===== src/rtl/gpe_pkg.sv =====
`timescale 1ns/1ps
package gpe_pkg;

  localparam int REG_W      = 32;
  localparam int GPI_LSB    = 16;
  localparam int BIT_PCIE   = 9;
  localparam int BIT_LOWBAT = 10;
  localparam int BIT_PME    = 11;
  localparam int BIT_USB3   = 12;
  localparam int BIT_PME_B0 = 13;
  localparam int BIT_USB4   = 14;

  // Sources whose enable and status survive a resume-domain reset.
  localparam logic [REG_W-1:0] RTC_WELL_MASK =
    (REG_W'(1) << BIT_LOWBAT) | (REG_W'(1) << BIT_PME) | (REG_W'(1) << BIT_PME_B0);

  // Dedicated (non general-purpose) sources.
  localparam logic [REG_W-1:0] FIXED_SRC_MASK =
    (REG_W'(1) << BIT_PCIE) | (REG_W'(1) << BIT_LOWBAT) | (REG_W'(1) << BIT_PME) |
    (REG_W'(1) << BIT_USB3) | (REG_W'(1) << BIT_PME_B0) | (REG_W'(1) << BIT_USB4);

  function automatic logic [REG_W-1:0] impl_mask(input int n_gpi);
    logic [REG_W-1:0] m;
    m = FIXED_SRC_MASK;
    for (int k = 0; k < n_gpi; k++) m[GPI_LSB + k] = 1'b1;
    return m;
  endfunction

  typedef struct packed {
    logic sci;
    logic smi;
    logic wake;
  } gpe_req_t;

endpackage


===== src/rtl/gpe_rst_sync.sv =====
`timescale 1ns/1ps
module gpe_rst_sync #(
  parameter int STAGES = 2
) (
  input  logic clk,
  input  logic arst_n,
  output logic rst_n_o
);

  logic [STAGES-1:0] sh_q;
  logic [STAGES-1:0] sh_d;

  always_comb begin : p_next
    sh_d = {sh_q[STAGES-2:0], 1'b1};
  end

  always_ff @(posedge clk or negedge arst_n) begin : p_reg
    if (!arst_n) sh_q <= '0;
    else         sh_q <= sh_d;
  end

  assign rst_n_o = sh_q[STAGES-1];

endmodule


===== src/rtl/gpe_dual_well_bank.sv =====
`timescale 1ns/1ps
module gpe_dual_well_bank #(
  parameter int             W         = 32,
  parameter logic [W-1:0]   RTC_MASK  = '0,
  parameter logic [W-1:0]   IMPL_MASK = '1
) (
  input  logic         clk,
  input  logic         rsm_rst_n,
  input  logic         rtc_rst_n,
  input  logic [W-1:0] ld,
  input  logic [W-1:0] d,
  output logic [W-1:0] q
);

  for (genvar i = 0; i < W; i++) begin : g_bit
    if (!IMPL_MASK[i]) begin : g_resv
      logic unused_in;
      assign unused_in = ld[i] ^ d[i];
      assign q[i] = 1'b0;
    end else if (RTC_MASK[i]) begin : g_rtc
      logic q_r;
      always_ff @(posedge clk or negedge rtc_rst_n) begin : p_reg
        if (!rtc_rst_n)  q_r <= 1'b0;
        else if (ld[i])  q_r <= d[i];
      end
      assign q[i] = q_r;
    end else begin : g_rsm
      logic q_r;
      always_ff @(posedge clk or negedge rsm_rst_n) begin : p_reg
        if (!rsm_rst_n)  q_r <= 1'b0;
        else if (ld[i])  q_r <= d[i];
      end
      assign q[i] = q_r;
    end
  end

endmodule


===== src/rtl/gpe_edge_detect.sv =====
`timescale 1ns/1ps
module gpe_edge_detect #(
  parameter int           W         = 32,
  parameter logic [W-1:0] IMPL_MASK = '1
) (
  input  logic         clk,
  input  logic         rst_n,
  input  logic [W-1:0] ev,
  output logic [W-1:0] rise
);

  logic [W-1:0] hist_q;
  logic [W-1:0] hist_d;

  always_comb begin : p_next
    hist_d = ev & IMPL_MASK;
  end

  always_ff @(posedge clk or negedge rst_n) begin : p_reg
    if (!rst_n) hist_q <= '0;
    else        hist_q <= hist_d;
  end

  assign rise = ev & IMPL_MASK & ~hist_q;

endmodule


===== src/rtl/gpe_event_router.sv =====
`timescale 1ns/1ps
module gpe_event_router
  import gpe_pkg::*;
#(
  parameter int NUM_GPI = 16
) (
  input  logic [REG_W-1:0] sts,
  input  logic [REG_W-1:0] en,
  input  logic             sci_mode,
  input  logic             batlow_n,
  output gpe_req_t         req
);

  logic [REG_W-1:0] act;
  logic             gpi_hit;
  logic             mode_hit;
  logic             wake_raw;
  logic             unused_act;

  assign act        = sts & en;
  assign gpi_hit    = |act[GPI_LSB +: NUM_GPI];
  assign mode_hit   = act[BIT_PME_B0] | act[BIT_LOWBAT];
  assign unused_act = ^{act[GPI_LSB-1], act[BIT_PCIE-1:0]};

  assign wake_raw = gpi_hit | act[BIT_USB4] | act[BIT_USB3] |
                    act[BIT_PME_B0] | act[BIT_PME];

  always_comb begin : p_route
    req.sci  = gpi_hit | act[BIT_PME] | act[BIT_PCIE] | (sci_mode & mode_hit);
    req.smi  = ~sci_mode & mode_hit;
    req.wake = wake_raw & batlow_n;
  end

endmodule


===== src/rtl/gpe_enable_ctrl.sv =====
`timescale 1ns/1ps
module gpe_enable_ctrl
  import gpe_pkg::*;
#(
  parameter int NUM_GPI     = 16,
  parameter int SYNC_STAGES = 2
) (
  input  logic               clk,
  input  logic               rsm_rst_n,
  input  logic               rtc_rst_n,
  input  logic               en_wr,
  input  logic               sts_wr,
  input  logic [REG_W-1:0]   wdata,
  output logic [REG_W-1:0]   en_rdata,
  output logic [REG_W-1:0]   sts_rdata,
  input  logic [NUM_GPI-1:0] gpi,
  input  logic               usb3_wake,
  input  logic               usb4_wake,
  input  logic               pme_bus0,
  input  logic               pme_in,
  input  logic               pcie_wake,
  input  logic               batlow_n,
  input  logic               sci_mode,
  input  logic               force_clr,
  input  logic               rstreg_wr,
  output logic               sci,
  output logic               smi,
  output logic               wake
);

  localparam logic [REG_W-1:0] IMPL = impl_mask(NUM_GPI);

  logic             rsm_rst_sync_n;
  logic             rtc_rst_sync_n;
  logic [REG_W-1:0] ev;
  logic [REG_W-1:0] rise;
  logic [REG_W-1:0] en_q, en_d, en_ld;
  logic [REG_W-1:0] sts_q, sts_d, sts_ld, sts_clr;
  gpe_req_t         req;

  gpe_rst_sync #(.STAGES(SYNC_STAGES)) u_rsm_sync (
    .clk(clk), .arst_n(rsm_rst_n), .rst_n_o(rsm_rst_sync_n));
  gpe_rst_sync #(.STAGES(SYNC_STAGES)) u_rtc_sync (
    .clk(clk), .arst_n(rtc_rst_n), .rst_n_o(rtc_rst_sync_n));

  // Event vector in register bit order.
  always_comb begin : p_events
    ev                       = '0;
    ev[GPI_LSB +: NUM_GPI]   = gpi;
    ev[BIT_USB4]             = usb4_wake;
    ev[BIT_PME_B0]           = pme_bus0;
    ev[BIT_USB3]             = usb3_wake;
    ev[BIT_PME]              = pme_in;
    ev[BIT_LOWBAT]           = ~batlow_n;
    ev[BIT_PCIE]             = pcie_wake;
  end

  gpe_edge_detect #(.W(REG_W), .IMPL_MASK(IMPL)) u_edge (
    .clk(clk), .rst_n(rsm_rst_sync_n), .ev(ev), .rise(rise));

  // Enable next state: override beats reset-register strobe beats write.
  always_comb begin : p_en_next
    en_d = en_q;
    if (en_wr)     en_d = wdata & IMPL;
    if (rstreg_wr) en_d = en_d & RTC_WELL_MASK;
    if (force_clr) en_d = '0;
    en_ld = {REG_W{en_wr | rstreg_wr | force_clr}};
  end

  // Status next state: new event beats write-1-clear.
  always_comb begin : p_sts_next
    sts_clr = sts_wr ? wdata : '0;
    sts_d   = (sts_q & ~sts_clr) | rise;
    sts_ld  = sts_clr | rise;
  end

  gpe_dual_well_bank #(.W(REG_W), .RTC_MASK(RTC_WELL_MASK), .IMPL_MASK(IMPL)) u_en_bank (
    .clk(clk), .rsm_rst_n(rsm_rst_sync_n), .rtc_rst_n(rtc_rst_sync_n),
    .ld(en_ld), .d(en_d), .q(en_q));

  gpe_dual_well_bank #(.W(REG_W), .RTC_MASK(RTC_WELL_MASK), .IMPL_MASK(IMPL)) u_sts_bank (
    .clk(clk), .rsm_rst_n(rsm_rst_sync_n), .rtc_rst_n(rtc_rst_sync_n),
    .ld(sts_ld), .d(sts_d), .q(sts_q));

  gpe_event_router #(.NUM_GPI(NUM_GPI)) u_router (
    .sts(sts_q), .en(en_q), .sci_mode(sci_mode), .batlow_n(batlow_n), .req(req));

  assign en_rdata  = en_q;
  assign sts_rdata = sts_q;
  assign sci       = req.sci;
  assign smi       = req.smi;
  assign wake      = req.wake;

endmodule


===== config.mk =====
export PLATFORM = sky130hd
export DESIGN_NAME = gpe_enable_ctrl
export DESIGN_NICKNAME = d
export VERILOG_FILES = /design/src/rtl/gpe_pkg.sv /design/src/rtl/gpe_rst_sync.sv /design/src/rtl/gpe_dual_well_bank.sv /design/src/rtl/gpe_edge_detect.sv /design/src/rtl/gpe_event_router.sv /design/src/rtl/gpe_enable_ctrl.sv
export SDC_FILE = /design/constraint.sdc
export NUM_CORES = 1
export LEC_CHECK = 0
export ABC_AREA = 0
export BUFFER_PORTS_ARGS = -buffer_cell sky130_fd_sc_hd__buf_2
export CORE_ASPECT_RATIO = 0.5
export CORE_MARGIN = 2
export CORE_UTILIZATION = 35
export CTS_BUF_LIST = sky130_fd_sc_hd__clkbuf_8
export DETAILED_ROUTE_END_ITERATION = 10
export PLACE_DENSITY = 0.59
export SETUP_SLACK_MARGIN = 0.5
export SYNTH_ARGS = -nofsm -noshare
export SYNTH_HDL_FRONTEND = slang
export SYNTH_HIERARCHICAL = 1
export SYNTH_SLANG_ARGS = --single-unit

===== constraint.sdc =====
create_clock -name clk -period 2.3 [get_ports clk]
set_input_delay 0.345 -clock clk [delete_from_list [all_inputs] [get_ports clk]]
set_output_delay 0.345 -clock clk [all_outputs]
set_load 0.02 [all_outputs]

---- Yosys cells after proc, flatten, opt, wreduce, memory -nomap -nowiden ----
Index checks and enable logic that the tools add are counted.
word-level totals
  bits in registers ....................... 70
  bits in latches ......................... 0
  bits in writable memories ............... 0
  memory bits (read-only) ................. 0
  bits of input ports ..................... 62
  output and inout bits ................... 67
  word-level logic and storage cells ...... 76
  memories ................................ 0
operators by class
  $add $sub $neg .......................... 0
  multiply operators ...................... 0
  div/mod/pow operators ................... 0
  $lt $le $gt $ge ......................... 0
  eq/ne operators ......................... 0
  shift operators ......................... 0
  muxes and demuxes ....................... 4
  bitwise gates (word level) .............. 22
  reduce and logical (&&, ||, !) cells .... 3
operators with widths
  kind                 count
  2-to-1 mux 32 bit    4
  bitwise AND 32 bit   3
  NOT 32 bit           2
  OR 32 bit            2
  OR reduction 16 bit  1
  OR 1 bit             10
  bitwise AND 1 bit    3
  nonzero test 3 bit   1
  NOT 1 bit            2
  AND reduction 2 bit  1

---- Logic depth before layout (Yosys ltp) ----
Gate-level depths: netlist of run 1.
  depth in word-level cells ............... 7
  mapped depth ............................ 5
  gate-level depth less buffers ........... 4

---- Hierarchy ----
The synthesis of run 1 kept the hierarchy.
by module, submodules not included
  module              times used  cells each  area an instance (um^2)  seq. area each (um^2)
  gpe_dual_well_bank  2           77          1124.8                   550.5
  gpe_enable_ctrl     1           164         1049.8                   0.0
  gpe_edge_detect     1           55          932.1                    550.5
  gpe_event_router    1           17          155.1                    0.0
  gpe_rst_sync        2           3           53.8                     50.0

---- Worst setup path before layout of run 1 ----
OpenSTA, ideal clock, no wires.
  path type ............................... in2reg
  from .................................... input en_wr
  to ...................................... register u_en_bank.g_bit[10].g_rtc.q_r
  setup time .............................. 126 ps
  arrival time ............................ 1720 ps
  path slack .............................. 455 ps
  stages on the path ...................... 5
  buffers on the path ..................... 2
  path through ............................ buf_2 > nor3_2 > clkbuf_2 > inv_1 > mux2_4
between the ends
  elaborated cells between the ends (all ways) .. 5
  those cells by class .................... mux (3); bitwise (2)
RTL lines
  element                 RTL line                  RTL
  start: declaration      gpe_enable_ctrl.sv:11     input logic en_wr,
  OR 1 bit (2 in series)  gpe_enable_ctrl.sv:67     en_ld = {REG_W{en_wr | rstreg_wr | force_clr}};
  net en_ld[0]            gpe_enable_ctrl.sv:37     logic [REG_W-1:0] en_q, en_d, en_ld;
  end signal: assignment  gpe_dual_well_bank.sv:24  else if (ld[i]) q_r <= d[i];
  end: declaration        gpe_dual_well_bank.sv:21  logic q_r;
The timed path passes the listed nets, and every way through them passes these cells. The select of a mux whose other input is x is not followed.
A chain may end at the register's enable or synchronous reset.

---- Final worst setup path of run 1 ----
  from .................................... register u_sts_bank.g_bit[29].g_rsm.q_r
  to ...................................... output sci
between the ends
  longest elaborated chain between the ends .. 5
ends and longest elaborated chain
  element                   RTL line                  RTL
  start: declaration        gpe_dual_well_bank.sv:28  logic q_r;
  start signal: assignment  gpe_dual_well_bank.sv:31  else if (ld[i]) q_r <= d[i];
  bitwise AND 32 bit        gpe_event_router.sv:20    assign act = sts & en;
  OR reduction 16 bit       gpe_event_router.sv:21    assign gpi_hit = |act[GPI_LSB +: NUM_GPI];
  OR 1 bit (3 in series)    gpe_event_router.sv:29    req.sci = gpi_hit | act[BIT_PME] | act[BIT_PCIE] | (sci_mode & mode_hit);
  end: declaration          gpe_enable_ctrl.sv:26     output logic sci,
No other way between the ends.

==> results of run 1 <==
placed cells by master, fill, tap and decap left out:
| cell type | count |
|---|---|
| a222oi_1 | 1 |
| buf_2 | 98 |
| nor2b_4 | 22 |
| buf_12 | 2 |
| nand2b_1 | 22 |
| a22o_1 | 5 |
| a22oi_1 | 1 |
| bufinv_16 | 1 |
| nand2_1 | 23 |
| inv_1 | 3 |
| nor2_1 | 12 |
| buf_4 | 8 |
| and4_4 | 1 |
| a21o_1 | 22 |
| nand3_1 | 1 |
| a31oi_1 | 1 |
| dfrtp_1 | 69 |
| nor2_2 | 10 |
| or2_1 | 1 |
| nor3_2 | 1 |
| a221oi_2 | 4 |
| clkbuf_8 | 13 |
| clkinv_2 | 2 |
| dfrtp_2 | 1 |
| dlygate4sd3_1 | 2 |
| mux2i_1 | 22 |
| conb_1 | 22 |
| mux2_4 | 44 |
| nor2b_1 | 1 |
final timing paths:
| check | cells after the start | slack [ps] | endpoint |
|---|---|---|---|
| setup / recovery | 5 | 190 | sci |
| hold / removal | 0 | 110 | u_sts_bank/g_bit[11].g_rtc.q_r |
| setup reg to reg | 3 | 1240 | u_sts_bank/g_bit[19].g_rsm.q_r |
| hold reg to reg | 0 | 110 | u_sts_bank/g_bit[11].g_rtc.q_r |
| max in group asynchronous | 1 | 1410 | u_en_bank/g_bit[16].g_rsm.q_r |
| min in group clk | 1 | 120 | u_edge/hist_q[17] |
metal layers:
layer | up-vias | global-route usage, %
met1 | 1266 | 16.9
met2 | 66 | 20.8
li1 | 1205 | -
met4 | 0 | 3.60
met3 | 4 | 4.54
met5 | - | 0
state kept, by name, indices dropped and copies added, names as in the netlist:
signal,flops
u_edge/hist_q,22
u_sts_bank/g_bit.g_rsm.q_r,19
u_en_bank/g_bit.g_rsm.q_r,19
u_rtc_sync/sh_q,2
u_rsm_sync/sh_q,2
u_sts_bank/g_bit.g_rtc.q_r,3
u_en_bank/g_bit.g_rtc.q_r,3
worst max-delay path, delay by kind of cell, from the launching register on:
family / cells / cell delay [ps]
DFF: 1 / 410
AOI/OAI and AO/OA: 2 / 470
and+or+nand+nor: 2 / 380
buffers and inverters: 1 / 160
through the flow:
stage / std cells / worst slack (ps) / total power [mW]
detailed placement: 559 / 479 / 2.55
global placement: 559 / 482 / 2.53
floorplan: 361 / 521 / 2.45
CTS: 579 / 150 / 3.67
global route: 580 / 82.8 / 3.83
finish: 580 / 189 / 3.63
power by group:
part	leakage (nW)	switching [mW]	internal (mW)
sequential	0.852	0.178	1.39
combinational	1.58	0.485	0.496
clock	0.115	0.466	0.617
what timing repair did:
item,4_1_cts,5_1_grt
resized for setup,2,0
hold endpoints to repair,4,0
setup endpoints to repair,2,2
setup buffers,2,1
hold buffers,2,0
pin swaps,1,0
layout make-up:
cell class / instances / area [um2] / share of cell area [%]
well taps: 165 / 206 / 4.37
flip-flops and latches: 70 / 1750 / 37.1
clock buffers: 13 / 179 / 3.78
clock inverters: 3 / 40.0 / 0.847
repair buffers: 110 / 611 / 12.9
multi-input cells: 216 / 1930 / 40.8
inverters: 3 / 11.3 / 0.238
==> out/qor.csv, run 1 <==
stage,metric,value,unit
timing,WHS,105,ps
critical_path,required time worst endpoint,1960,ps
die,Initial Utilization,35.6,%
critical_path,CP Max Fanout,4,
die,Top Ports,129,
pwr,VDD IR max,0.250,mV
route,first-pass detailed-route iteration total,4,
die,Core ar.,11700,um2
timing,Final min period,2110,ps
global_route,vias in the first global route,2476,
critical_path,CP Cell Sequence,a22o_1 > a221oi_2 > and4_4 > nand3_1 > buf_2,
critical_path,WP data arrival,1770,ps
final_layout,Layout Nets,472,
clock_tree,H-Tree Depth,3,
clock_tree,Clock Path Buffers,2,
route,met3 wire length,416,um
die,FP Rows,28,
timing,worst slew pin tran,559,ps
route,met2 WL,3760,um
global_route,Congestion Overflow GR,0,
logic_synthesis,Cells after Synth,343,
placement,Port Buffer Count,98,
global_route,largest net degree at the start of global routing,25,
route,vias post-DR,2541,
placement,area post-placement,4470,um2
critical_path,Critical Path Max Stage Delay,410,ps
clock_tree,"CTS clk-pin slew, worst paths",70,ps
die,die width,158,um
route,post-DR wirelength/cell,14.0,um
clock_tree,clock root cell,clkbuf_8,
critical_path,Worst setup SP type,flip-flop,
final_layout,Antenna Cells,0,
pwr,Pleak,2.55,nW
logic_synthesis,Syn Std Cell Area,4170,um2
flow_run,Max-Cap Viols,0,
timing,Max-slew headroom,62.8,%
clock_tree,TritonCTS Sinks,70,
clock_tree,CTS tree,done,
route,Post-route DRC,0,
final_layout,share of layout cells above drive strength 1,49.9,%
logic_synthesis,Avg Inst Size Synth,12.2,um2
critical_path,Reg-to-Reg Start,u_edge/hist_q[19],
critical_path,crit path launch,u_sts_bank/g_bit[29].g_rsm.q_r,
placement,Placer Congestion,0.738,
die,area of the die,12900,um2
timing,clk_skew,9.39,ps
die,DIE HEIGHT,81.2,um
placement,hpwl dp,6050,um
clock_tree,Num CTS Buffers,9,
timing,RSZ-0062 raised after global routing,true,
timing,final setup TNS,0,ps
critical_path,Setup CP Type,reg2out,
timing,final hold violations,0,
route,Vias/cell,4.38,
clock_tree,clk_lat worst skew,340,ps
critical_path,slowest CP cell,dfrtp_1,
route,iteration-0 DRC count of the detailed router,104,
pwr,pwr dens,767,nW/um2
final_layout,Layout Utilization,40.4,%
final_layout,fillcell total,1158,
status,status,"finished, final reports clean",
global_route,first-pass GRT wire length,12600,um
global_route,GRT Total Usage,13.0,%
timing,Max Fclk,474,MHz
global_route,initial antenna violation count,0,
final_layout,final instance area,4730,um2
timing,"Slew Viols, Final",0,
logic_synthesis,yosys warns,6,
route,routed wire length,8130,um
timing,Final Setup Violations,0,
timing,Tcrit/Tclk final,91.8,%
route,Top Metal Used,met4,
critical_path,CP endpoint kind,primary output,
route,final antenna-violating net count,0,
route,wl on met1,3900,um
final_layout,layout overhead on the synthesized area,13.4,%
worst_hold_path,worst hold-check path type,reg2async,
No activity file was read; power rests on OpenSTA's default activity.
==> inputs of run 2 (changes only) <==
clock period = 2.7 ns   (was 2.3 ns; I/O delays follow)
==> out/qor.csv, run 2 (same netlist as run 1, synthesis figures left out) <==
stage,metric,value,unit
status,status,"finished, final reports clean",
critical_path,family with the most delay on the worst path,compound AO/OA/AOI/OAI gates,
timing,RSZ-0062 raised after global routing,true,
timing,Final Setup Violations,0,
worst_hold_path,worst hold-check path type,reg2async,
critical_path,CP Cell Sequence,a22o_1 > a221oi_2 > and4_4 > nand3_1 > buf_6,
die,DIE HEIGHT,81.2,um
route,iteration-0 DRC count of the detailed router,100,
pwr,VDD IR max,0.189,mV
clock_tree,clock root cell,clkbuf_8,
timing,Max-slew headroom,48.5,%
timing,final setup TNS,0,ps
route,Post-route DRC,0,
timing,Final min period,2190,ps
final_layout,Largest Register,u_edge/hist_q,
critical_path,worst reg2reg setup slack,1550,ps
placement,Placer Congestion,0.743,
global_route,largest net degree at the start of global routing,34,
timing,worst slew pin tran,772,ps
die,Top Ports,129,
global_route,Congestion Overflow GR,0,
final_layout,"most common cell after layout, fill and taps aside",buf_2,
final_layout,share of layout cells above drive strength 1,49.8,%
final_layout,biggest regs,"u_edge/hist_q: 22 flops, u_en_bank/g_bit.g_rsm.q_r: 19 flops, u_sts_bank/g_bit.g_rsm.q_r: 19 flops",
die,Core ar.,11700,um2
timing,Max Fclk,457,MHz
final_layout,fillcell total,1175,
route,post-DR wirelength/cell,13.9,um
final_layout,layout overhead on the synthesized area,12.7,%
flow_run,Max-Cap Viols,0,
critical_path,Register-to-Register Path Depth,4,
clock_tree,clk_lat worst skew,340,ps
timing,Tcrit/Tclk final,81.0,%
timing,clk_skew,5.55,ps
critical_path,Setup CP Type,reg2out,
critical_path,Critical R2R Capture,u_sts_bank/g_bit[22].g_rsm.q_r,
route,routed wire length,8070,um
route,vias post-DR,2545,
critical_path,required time worst endpoint,2300,ps
clock_tree,Clock Path Buffers,2,
clock_tree,CTS tree,done,
die,area of the die,12900,um2
critical_path,WP data arrival,1780,ps
timing,final hold violations,0,
die,die width,158,um
critical_path,Worst setup SP type,flip-flop,
critical_path,Critical Path Max Stage Delay,420,ps
critical_path,CP endpoint kind,primary output,
pwr,pwr dens,645,nW/um2
route,Vias/cell,4.38,
final_layout,max reg flops,22,
placement,hpwl dp,6010,um
global_route,vias in the first global route,2475,
route,first-pass detailed-route iteration total,4,
clock_tree,H-Tree Depth,3,
critical_path,slowest CP cell,dfrtp_1,
global_route,initial antenna violation count,0,
critical_path,CP Max Fanout,4,
critical_path,worst path bufs/invs,1,
route,final antenna-violating net count,0,
final_layout,Layout Nets,473,
clock_tree,"CTS clk-pin slew, worst paths",70,ps
critical_path,Reg-to-Reg Start,u_sts_bank/g_bit[22].g_rsm.q_r,
final_layout,most frequent cells in the layout,"buf_2 (97), dfrtp_1 (69), mux2_4 (44)",
timing,"Slew Viols, Final",0,
die,Initial Utilization,35.6,%
global_route,GRT Total Usage,13.1,%
final_layout,Antenna Cells,0,
final_layout,Layout Utilization,40.2,%
die,FP Rows,28,
clock_tree,Num CTS Buffers,9,
placement,Port Buffer Count,98,
clock_tree,TritonCTS Sinks,70,
pwr,Pleak,2.54,nW
global_route,first-pass GRT wire length,12700,um
-- run 2: changes by cell type in the layout (fill, tap and decap cells not counted) --
cell,delta
buf_4,+3
buf_12,-2
clkbuf_8,-2
buf_2,-1
buf_6,+1
clkinv_2,+1
inv_1,+1
-- run 2: worst reg2reg max path: cells and delay by family (launching register included) --
family	cells	cell delay [ps]
muxes	1	250
buffers and inverters	2	260
AOI/OAI and AO/OA	1	140
DFF	1	380
-- run 2: layer usage --
metal / global-route usage [%] / up-vias / wire, um
met5: 0 / - / 0
met4: 4.14 / 0 / 98
met3: 4.06 / 10 / 416
met2: 20.8 / 70 / 3690
met1: 17.2 / 1258 / 3870
li1: - / 1207 / -
-- run 2: how the worst max path moves through the flow --
| stage | start | end | slack (ps) | cells after the start |
|---|---|---|---|---|
| after global routing | u_sts_bank/g_bit[22].g_rsm.q_r | wake | 420 | 5 |
| after detailed placement | u_sts_bank/g_bit[22].g_rsm.q_r | wake | 810 | 5 |
| after CTS | u_sts_bank/g_bit[22].g_rsm.q_r | sci | 480 | 5 |
| after global placement | u_sts_bank/g_bit[22].g_rsm.q_r | sci | 810 | 5 |
| final | u_sts_bank/g_bit[29].g_rsm.q_r | sci | 510 | 5 |
| after floorplan | u_rsm_sync/sh_q[1] | u_edge/hist_q[10] | 850 | 0 |
-- run 2: per-stage QoR --
step / setup WS (ps) / area (um2) / instances / power [mW] / hold WS (ps)
after floorplan: 846 / 4240 / 361 / 2.08 / 67.8
after global placement: 812 / 4430 / 558 / 2.15 / 109
after detailed placement: 809 / 4430 / 558 / 2.16 / 112
after CTS: 478 / 4690 / 580 / 3.08 / 120
after global routing: 424 / 4700 / 581 / 3.22 / 136
final: 514 / 4700 / 581 / 3.03 / 101
-- run 2: final cells by class --
cell class,instances,area [um2],area share (%)
sequential,70,1750,37.3
inverter,3,11.3,0.240
multi-input combinational,216,1930,41.1
tap,165,206,4.39
timing repair buffer,111,599,12.8
clock inverter,5,48.8,1.04
clock buffer,11,151,3.22
-- run 2: power by group --
group / switching (mW) / internal, mW / total, mW
Sequential: 0.151 / 1.18 / 1.33
Clock: 0.385 / 0.469 / 0.854
Combinational: 0.413 / 0.430 / 0.843
Total: 0.949 / 2.08 / 3.03
-- run 2: what timing repair did --
action / 4_1_cts / 5_1_grt
pin swaps: 1 / 1
hold buffers: 2 / 0
endpoints found under the setup margin: 2 / 2
hold endpoints to repair: 4 / 0
buffers inserted: 4 / 1
gates cloned: 0 / 0
resized for setup: 2 / 2
==> inputs of run 3 (changes only) <==
clock period = 2.1 ns   (was 2.7 ns; I/O delays follow)
==> out/qor.csv, run 3 (same netlist as run 1, synthesis figures left out) <==
stage,metric,value,unit
status,status,"finished, final reports clean",
critical_path,WP data arrival,1760,ps
final_layout,"most common cell after layout, fill and taps aside",buf_2,
placement,Placer Congestion,0.696,
timing,Max Fclk,483,MHz
critical_path,worst path bufs/invs,1,
route,final antenna-violating net count,0,
die,die width,158,um
pwr,pwr dens,825,nW/um2
critical_path,family with the most delay on the worst path,compound AO/OA/AOI/OAI gates,
final_layout,final instance area,4770,um2
final_layout,Largest Register,u_edge/hist_q,
global_route,vias in the first global route,2507,
route,routed wire length,8180,um
clock_tree,Clock Path Buffers,2,
timing,final setup margin,29.7,ps
critical_path,Crit path depth,5,
final_layout,Antenna Cells,0,
global_route,M2 GR Usage,21.9,%
route,Post-route DRC,0,
pwr,VDD IR max,0.268,mV
clock_tree,clock root cell,clkbuf_8,
route,iteration-0 DRC count of the detailed router,72,
pwr,Pleak,2.56,nW
worst_hold_path,Hold Path Cell Cnt,1,
critical_path,Setup CP Type,reg2out,
timing,Max-slew headroom,65.9,%
timing,Final min period,2070,ps
critical_path,CP endpoint kind,primary output,
critical_path,required time worst endpoint,1780,ps
global_route,GR Layer Usage met1,16.6,%
global_route,GRT Total Usage,13.4,%
global_route,initial antenna violation count,0,
timing,RSZ-0062 raised after global routing,true,
critical_path,slowest CP cell,dfrtp_1,
pwr,total power,3.94,mW
die,Initial Utilization,35.6,%
placement,Port Buffer Count,98,
global_route,first-pass GRT wire length,12900,um
placement,DP Worst Slack,342,ps
worst_hold_path,worst hold-check path type,in2reg,
route,first-pass detailed-route iteration total,4,
flow_run,Max-Cap Viols,0,
placement,hpwl dp,6000,um
timing,clk_skew,12.6,ps
timing,worst slew pin tran,512,ps
global_route,largest net degree at the start of global routing,34,
route,Vias/cell,4.30,
timing,final hold violations,0,
critical_path,CP Max Fanout,4,
clock_tree,clk_lat worst skew,350,ps
route,post-DR wirelength/cell,14.0,um
route,vias post-DR,2518,
die,Top Ports,129,
timing,final setup TNS,0,ps
timing,Final Setup Violations,0,
timing,Tcrit/Tclk final,98.6,%
final_layout,most frequent cells in the layout,"buf_2 (95), dfrtp_1 (69), mux2_4 (44)",
final_layout,share of layout cells above drive strength 1,51.2,%
final_layout,layout overhead on the synthesized area,14.5,%
critical_path,Critical Path Max Stage Delay,410,ps
critical_path,Worst setup SP type,flip-flop,
placement,area post-placement,4460,um2
clock_tree,TritonCTS Sinks,70,
global_route,GRT met3 Usage,4.86,%
die,Core ar.,11700,um2
die,DIE HEIGHT,81.2,um
clock_tree,CTS tree,done,
die,FP Rows,28,
critical_path,CP Cell Sequence,a22o_1 > a221oi_2 > and4_4 > nand3_2 > buf_6,
timing,"Slew Viols, Final",0,
global_route,Congestion Overflow GR,0,
final_layout,Layout Nets,477,
die,area of the die,12900,um2
global_route,busiest metal layer after global routing,met2,
final_layout,biggest regs,"u_edge/hist_q: 22 flops, u_en_bank/g_bit.g_rsm.q_r: 19 flops, u_sts_bank/g_bit.g_rsm.q_r: 19 flops",
clock_tree,Num CTS Buffers,9,
final_layout,max reg flops,22,
clock_tree,"CTS clk-pin slew, worst paths",80,ps
clock_tree,H-Tree Depth,3,
final_layout,Layout Utilization,40.8,%
critical_path,Register-to-Register Path Depth,4,
-- run 3: cell types whose count changed in the layout (fill, tap and decap cells not counted), moves of 2 or more --
cell,delta
clkinv_2,-2
clkinvlp_4,+3
buf_2,-2
buf_6,+2
buf_4,+4
-- run 3: what timing repair did --
| item | in CTS | in global routing |
|---|---|---|
| endpoints found under the hold margin | 4 | 0 |
| endpoints found under the setup margin | 3 | 3 |
| pin swaps | 2 | 2 |
| hold buffers | 2 | 0 |
| buffers inserted | 4 | 5 |
| gates resized for setup | 3 | 5 |
-- run 3: layer usage --
metal / vias to the layer above / wire length (um)
met5: - / 0
met4: 0 / 83
met3: 7 / 488
met2: 66 / 3810
met1: 1231 / 3800
li1: 1214 / -
-- run 3: worst reg2reg max path: stages, from the launching register on --
cell and delay (ps):
dfrtp_1 400, buf_4 140, mux2i_1 150, nor2_2 40
mux2_4 250
-- run 3: final timing paths --
path	startpoint	end	slack, ps
worst max-delay path	u_en_bank/g_bit[21].g_rsm.q_r	sci	30
max in group asynchronous	u_rsm_sync/sh_q[1]	u_sts_bank/g_bit[17].g_rsm.q_r	1450
worst max register to register	u_en_bank/g_bit[22].g_rsm.q_r	u_en_bank/g_bit[22].g_rsm.q_r	1000
min in group asynchronous	u_rtc_sync/sh_q[1]	u_sts_bank/g_bit[13].g_rtc.q_r	100
worst min-delay path	gpi[13]	u_edge/hist_q[29]	80
worst min register to register	u_rtc_sync/sh_q[1]	u_sts_bank/g_bit[13].g_rtc.q_r	100
-- run 3: area by class of cell --
class	instances	area, um2
Clock buffer	10	138
Tap cell	165	206
Clock inverter	6	62.6
Timing Repair Buffer	115	642
Fill cell	1161	6930
Sequential cell	70	1750
Multi-Input combinational cell	216	1960
Inverter	3	15.0
-- run 3: power breakdown --
part           switching [mW]  total [mW]  internal, mW
combinational           0.562        1.15         0.585
clock                   0.514        1.09         0.576
sequential              0.183        1.70          1.52
-- run 3: through the flow --
stage / hold WS, ps / std cells
2_1_floorplan: 19.4 / 361
3_3_place_gp: 102 / 558
3_5_place_dp: 103 / 558
4_1_cts: 54.0 / 580
5_1_grt: 47.5 / 585
6_report: 82.9 / 585
